### config.mk
export PLATFORM = sky130hd
export DESIGN_NAME = rtc_alarm_unit
export DESIGN_NICKNAME = d
export VERILOG_FILES = /design/src/rtl/rtc_alarm_pkg.sv /design/src/rtl/rtc_alarm_regs.sv /design/src/rtl/rtc_alarm_cmp.sv /design/src/rtl/rtc_alarm_irq.sv /design/src/rtl/rtc_alarm_unit.sv
export SDC_FILE = /design/constraint.sdc
export NUM_CORES = 1
export LEC_CHECK = 0
export BUFFER_PORTS_ARGS = -buffer_cell sky130_fd_sc_hd__buf_2
export CORE_UTILIZATION = 49
export CTS_CLUSTER_SIZE = 20
export DETAILED_ROUTE_END_ITERATION = 16
export GPL_ROUTABILITY_DRIVEN = 0
export PLACE_DENSITY = 0.76
export SETUP_SLACK_MARGIN = 0.4
export SYNTH_ARGS = -nofsm -noshare
export SYNTH_HDL_FRONTEND = slang
export SYNTH_SLANG_ARGS = --single-unit
### constraint.sdc
create_clock -name clk -period 2 [get_ports clk]
set_clock_uncertainty 0.15 [all_clocks]
set_input_delay 0.2 -clock clk [delete_from_list [all_inputs] [get_ports clk]]
set_output_delay 0.2 -clock clk [all_outputs]
set_load 0.03 [all_outputs]
### src/rtl/rtc_alarm_pkg.sv
package rtc_alarm_pkg;
  localparam int unsigned FIELDS   = 4;
  localparam int unsigned OFS_STAT = 0;
  localparam int unsigned OFS_ALM0 = 2;
  localparam int unsigned OFS_CTRL = 6;
  localparam int unsigned FLAG_BIT = 6;
  localparam int unsigned IE_BIT   = 6;
  localparam int unsigned POL_BIT  = 2;
  localparam int unsigned MODE_BIT = 1;

  typedef struct packed {
    logic ie;
    logic pol_hi;
    logic pulse_md;
  } irq_cfg_t;

  // one alarm field: top bit ignores, else the lower seven bits must agree
  function automatic logic field_hit(input logic [7:0] alm, input logic [7:0] cur);
    return alm[7] | (alm[6:0] == cur[6:0]);
  endfunction

  function automatic logic [7:0] cfg_to_byte(input irq_cfg_t c);
    logic [7:0] b;
    b = 8'h00;
    b[IE_BIT]   = c.ie;
    b[POL_BIT]  = c.pol_hi;
    b[MODE_BIT] = c.pulse_md;
    return b;
  endfunction

  function automatic irq_cfg_t byte_to_cfg(input logic [7:0] b);
    irq_cfg_t c;
    c.ie       = b[IE_BIT];
    c.pol_hi   = b[POL_BIT];
    c.pulse_md = b[MODE_BIT];
    return c;
  endfunction
endpackage

### src/rtl/rtc_alarm_regs.sv
module rtc_alarm_regs
  import rtc_alarm_pkg::*;
#(
  parameter int unsigned AW = 3
) (
  input  logic                   clk,
  input  logic                   rst_n,
  input  logic                   wr,
  input  logic                   rd,
  input  logic [AW-1:0]          addr,
  input  logic [7:0]             wdata,
  input  logic                   flag_in,
  output logic [FIELDS-1:0][7:0] alm,
  output irq_cfg_t               cfg,
  output logic [7:0]             rdata
);
  localparam logic [AW-1:0] A_STAT = AW'(OFS_STAT);
  localparam logic [AW-1:0] A_CTRL = AW'(OFS_CTRL);

  logic [7:0] rd_val;

  for (genvar gi = 0; gi < FIELDS; gi++) begin : g_alm
    localparam logic [AW-1:0] SLOT = AW'(OFS_ALM0 + gi);
    always_ff @(posedge clk or negedge rst_n) begin
      if (!rst_n)                  alm[gi] <= 8'h00;
      else if (wr && addr == SLOT) alm[gi] <= wdata;
    end
  end

  always_ff @(posedge clk or negedge rst_n) begin
    if (!rst_n)                    cfg <= '0;
    else if (wr && addr == A_CTRL) cfg <= byte_to_cfg(wdata);
  end

  always_comb begin
    rd_val = 8'h00;
    if (addr == A_STAT) rd_val[FLAG_BIT] = flag_in;
    if (addr == A_CTRL) rd_val = cfg_to_byte(cfg);
    for (int i = 0; i < FIELDS; i++) begin
      if (addr == AW'(OFS_ALM0 + i)) rd_val = alm[i];
    end
  end

  always_ff @(posedge clk or negedge rst_n) begin
    if (!rst_n)  rdata <= 8'h00;
    else if (rd) rdata <= rd_val;
  end
endmodule

### src/rtl/rtc_alarm_cmp.sv
module rtc_alarm_cmp
  import rtc_alarm_pkg::*;
(
  input  logic                   clk,
  input  logic                   rst_n,
  input  logic                   sec_tick,
  input  logic [FIELDS-1:0][7:0] alm,
  input  logic [FIELDS-1:0][7:0] cur,
  output logic                   all_hit,
  output logic                   set_ev
);
  logic [FIELDS-1:0] hit;
  logic              prev_q;

  for (genvar gi = 0; gi < FIELDS; gi++) begin : g_hit
    assign hit[gi] = field_hit(alm[gi], cur[gi]);
  end

  assign all_hit = &hit;

  // remember the outcome of the last tick so only entry into a match counts
  always_ff @(posedge clk or negedge rst_n) begin
    if (!rst_n)        prev_q <= 1'b0;
    else if (sec_tick) prev_q <= all_hit;
  end

  assign set_ev = sec_tick & all_hit & ~prev_q;
endmodule

### src/rtl/rtc_alarm_irq.sv
module rtc_alarm_irq
  import rtc_alarm_pkg::*;
#(
  parameter int unsigned PULSE_CYC = 8
) (
  input  logic     clk,
  input  logic     rst_n,
  input  logic     set_ev,
  input  logic     flags_rd,
  input  irq_cfg_t cfg,
  output logic     flag_q,
  output logic     irq_out
);
  localparam int unsigned CW = $clog2(PULSE_CYC + 1);

  logic [CW-1:0] pulse_cnt;
  logic          irq_act;

  always_ff @(posedge clk or negedge rst_n) begin
    if (!rst_n)        flag_q <= 1'b0;
    else if (set_ev)   flag_q <= 1'b1;
    else if (flags_rd) flag_q <= 1'b0;
  end

  always_ff @(posedge clk or negedge rst_n) begin
    if (!rst_n)                pulse_cnt <= '0;
    else if (set_ev)           pulse_cnt <= CW'(PULSE_CYC);
    else if (pulse_cnt != '0)  pulse_cnt <= pulse_cnt - 1'b1;
  end

  assign irq_act = cfg.ie & (cfg.pulse_md ? (pulse_cnt != '0) : flag_q);
  assign irq_out = cfg.pol_hi ? irq_act : ~irq_act;
endmodule

### src/rtl/rtc_alarm_unit.sv
module rtc_alarm_unit
  import rtc_alarm_pkg::*;
#(
  parameter int unsigned PULSE_CYC = 8,
  parameter int unsigned AW        = 3
) (
  input  logic          clk,
  input  logic          rst_n,
  input  logic [AW-1:0] reg_addr,
  input  logic          reg_wr,
  input  logic          reg_rd,
  input  logic [7:0]    reg_wdata,
  output logic [7:0]    reg_rdata,
  input  logic [7:0]    cur_sec,
  input  logic [7:0]    cur_min,
  input  logic [7:0]    cur_hour,
  input  logic [7:0]    cur_date,
  input  logic          sec_tick,
  output logic          irq_out
);
  logic [FIELDS-1:0][7:0] alm;
  logic [FIELDS-1:0][7:0] cur;
  irq_cfg_t               cfg;
  logic                   flag_q;
  logic                   set_ev;
  logic                   all_hit;
  logic                   flags_rd;
  logic                   ie;
  logic                   pol_hi;
  logic                   pulse_md;

  assign cur      = {cur_date, cur_hour, cur_min, cur_sec};
  assign flags_rd = reg_rd && (reg_addr == AW'(OFS_STAT));
  assign ie       = cfg.ie;
  assign pol_hi   = cfg.pol_hi;
  assign pulse_md = cfg.pulse_md;

  rtc_alarm_regs #(.AW(AW)) u_regs (
    .clk     (clk),
    .rst_n   (rst_n),
    .wr      (reg_wr),
    .rd      (reg_rd),
    .addr    (reg_addr),
    .wdata   (reg_wdata),
    .flag_in (flag_q),
    .alm     (alm),
    .cfg     (cfg),
    .rdata   (reg_rdata)
  );

  rtc_alarm_cmp u_cmp (
    .clk      (clk),
    .rst_n    (rst_n),
    .sec_tick (sec_tick),
    .alm      (alm),
    .cur      (cur),
    .all_hit  (all_hit),
    .set_ev   (set_ev)
  );

  rtc_alarm_irq #(.PULSE_CYC(PULSE_CYC)) u_irq (
    .clk      (clk),
    .rst_n    (rst_n),
    .set_ev   (set_ev),
    .flags_rd (flags_rd),
    .cfg      (cfg),
    .flag_q   (flag_q),
    .irq_out  (irq_out)
  );
endmodule

==> results.md <==
- Number of clock sinks seen by CTS: a little under 50
- Worst setup EP type: flip-flop
- Worst Setup Start Kind: flip-flop
- Max_slew headroom: 0.604
- Slack of the worst reg-to-reg path: -0.07 ns
- Clock buffers created by TritonCTS: 5
- Total routing resource utilization after global routing: 0.235
- Layout cell share with drive strength beyond 1: 0.508
- Detailed Route WL: ~6000 um
- Leading cell type by number of instances after synthesis: sky130_fd_sc_hd__dfrtp_1
- Fin Setup TNS: -0.0945 ns
- Post-CTS clock slew at the launch and capture registers of the worst setup and hold paths: around 0.090 ns
- X dimension of the die: ~74 um
- DP Worst Slack: -0.0702 ns
- Arrival time at the worst endpoint: around 2.2 ns
- Main flop type after synthesis: sky130_fd_sc_hd__dfrtp_1
- Average wire length per cell after detail routing: 16.0 um
- Final total power: 3.32 mW
- # rows: 26
- Async S/R FF share, synth: 1.00
- Finish-stage setup viols: 2
- Initial DRT Pass Iterations: 4
- Clock latency at the later pin of the worst-skew pair: approximately 0.30 ns
- Share of the clock period used by the worst path: 1.04
- Worst flop-to-flop path endpoint: u_irq.pulse_cnt[3]
- Wire length of the first global-routing pass: 9560 um
- Reg2Reg Launch Point: u_regs.alm[24]
- Number of placed instances, taps included: about 360
- Finished Layout Cells: around 380
- Synthesized cell area: around 2600 sq um
- Setup WS post-layout: -0.0711 ns
- Crit path to: u_irq.pulse_cnt[3]
- Iter 0 DRT Violations: 99
- Cell taking the most area after synthesis: sky130_fd_sc_hd__dfrtp_1
- Leak: about 1.5 nW
- Mean number of vias per cell: 5.31
- Leading post-synthesis cells by cell area: sky130_fd_sc_hd__dfrtp_1 (48%), sky130_fd_sc_hd__mux2_2 (21%), sky130_fd_sc_hd__xor2_1 (5.8%), sky130_fd_sc_hd__xnor2_1 (4.4%), sky130_fd_sc_hd__nor2_1 (2.9%)
- CTS H-tree lvls: 2
- I/O pin count: 57
- Power per cell area: 989 nW/um^2
- Synthesized net count: between 200 and 300
- Pin count of the biggest net entering global routing: 27
- Setup repair after global routing missed its margin: true
- Count of synthesis-stage warnings from yosys: 0
- Synthesized area per cell: 11.8 sq um
- Crit path time final: 2.07 ns
- Port Buffer Count: 52
- CTS tree: yes
- Die Y: 74.5 um
- Crit Path Max Fanout: 3
- CTS root buf: sky130_fd_sc_hd__clkbuf_8
- Number of pins exceeding their max-slew limit in the final report: 0
- Netlist cell types: 35
- Least-Margin Pin Slew: between 0.5 and 0.6 ns
- Cell depth of the worst min-delay path: 2
- Count of vias placed by the detailed router: around 2,000
- Number of cells traversed by the worst register-to-register path: 6
- Post-DP HPWL: between 4000 and 5000 um
- Number of enable-type register cells in the synthesized netlist: 0
- Peak Freq: 483 MHz
- Commonest cells in the synthesized netlist: sky130_fd_sc_hd__dfrtp_1 (49), sky130_fd_sc_hd__mux2_2 (47), sky130_fd_sc_hd__nor2_1 (20)
- Worst path required time: 2.08 ns
- Failing checks: setup timing
- Longest Clk Path Bufs: 2
- Remaining global-route overflow: 0
- Crit path from: u_regs.alm[24]
- Die area: 5550 sq um
- Residual DRC: 0
- Crit Path Category: reg2reg
- Share of the synthesized area in the top cell type: 0.476
- Hold Crit Class: in2reg
- Area growth from synthesis to final layout: 30.3%
- Sequential-to-total area share from yosys stat: 0.476
- Via count of the first global-routing pass: about 2,000
- Number of max-cap violations: 0
- Count of state elements after synthesis: between 40 and 50
- Number of instances in the synthesized netlist: roughly 220
- Result of the run: complete, but fails checks
- Antenna violations before repair: 0
- Final-report hold violation count: 0
- Initial core utilization: 0.507
- Net count, final: ~360
- Ant diodes: 0
- Antenna Nets Post-Route: 0
- Worst vdd ir: between 0.0005 and 0.0006 V
- Core ar.: 5070 sq um
-- per-stage QoR --
stage               cell area [sq um]  utilization  hold WS, ns
floorplan                        2590            -       -0.246
global placement                 3090        0.608       0.0807
detailed placement               3090        0.608       0.0873
CTS                              3290        0.648       0.0153
global route                     3350        0.661      0.00394
finish                           3350        0.661       0.0151
-- timing repair --
action,in CTS,in global routing
hold buffers,2,0
setup endpoints to repair,7,8
hold endpoints to repair,25,0
setup buffers,3,8
resized for setup,8,3
cloned,0,0
pin swaps,5,9
-- per-layer routing --
metal	share of wire	global-route usage	wire [um]
met1	0.45	0.313	2710
met2	0.49	0.379	2970
met3	0.040	0.0515	240
met4	0.020	0.0860	120
met5	0	0	0
-- critical path, cell delays in order (launching register included) --
cell	delay (ns)
sky130_fd_sc_hd__dfrtp_1	0.41
sky130_fd_sc_hd__xor2_1	0.17
sky130_fd_sc_hd__nor4_1	0.27
sky130_fd_sc_hd__buf_4	0.17
sky130_fd_sc_hd__a41oi_2	0.10
sky130_fd_sc_hd__or4_4	0.57
sky130_fd_sc_hd__o221ai_2	0.17
-- power breakdown --
part / switching, mW / total [mW] / internal (mW) / leakage, nW
logic: 0.519 / 1.16 / 0.639 / 0.870
clock network: 0.334 / 0.740 / 0.407 / 0.0574
registers: 0.198 / 1.42 / 1.22 / 0.591
-- sequential cells by signal, summed over array words and instances, names as in the netlist --
signal / count
u_regs.alm: 32
u_irq.flag_q: 1
u_regs.cfg: 3
u_regs.rdata: 8
u_cmp.prev_q: 1
u_irq.pulse_cnt: 4
-- cells by family after synthesis --
logic type / after synthesis / share of synthesized area
multiplexers: 51 / 0.221
adder cells (fa/ha/maj): 2 / 0.00972
XOR/XNOR: 30 / 0.102
flip-flops: 49 / 0.476
AO/OA/AOI/OAI: 28 / 0.0812
AND/OR/NAND/NOR: 45 / 0.0899
buffers and inverters: 13 / 0.0194
-- cell usage in the layout, fill, tap and decap left out, drive strengths merged, types with 2 or more instances in the layout --
master and count:
xnor2 13, dlygate4sd3 2, buf 87, nor2b 3, clkbuf 6, mux2i 4, nand3 2, nor4 5
nor3 2, nand4b 2, ha 2, o21ai 5, a221oi 7, nand2 8, dfrtp 49, a41oi 3
xor2 17, a21oi 6, inv 5, mux2 47, nor2 20
-- worst min path at each step --
stage / slack [ns] / to / start
final: 0.02 / u_regs.alm[31] / reg_wdata[7]
after global routing: 0.004 / u_regs.alm[31] / reg_wdata[7]
after CTS: 0.02 / u_regs.alm[31] / reg_wdata[7]
after detailed placement: 0.09 / u_regs.alm[8] / rst_n
after global placement: 0.08 / u_regs.alm[11] / rst_n
after floorplan: -0.25 / u_cmp.prev_q / rst_n
-- final cells by class --
class | count | area (sq um)
fillers | 401 | 1720
multi-input cells | 156 | 1350
flip-flops and latches | 49 | 1230
repair buffers | 89 | 549
well taps | 70 | 87.6
clock buffers | 6 | 82.6
clock inverters | 2 | 37.5
inverters | 5 | 18.8
Note: power is estimated with default switching activity, not from simulation.
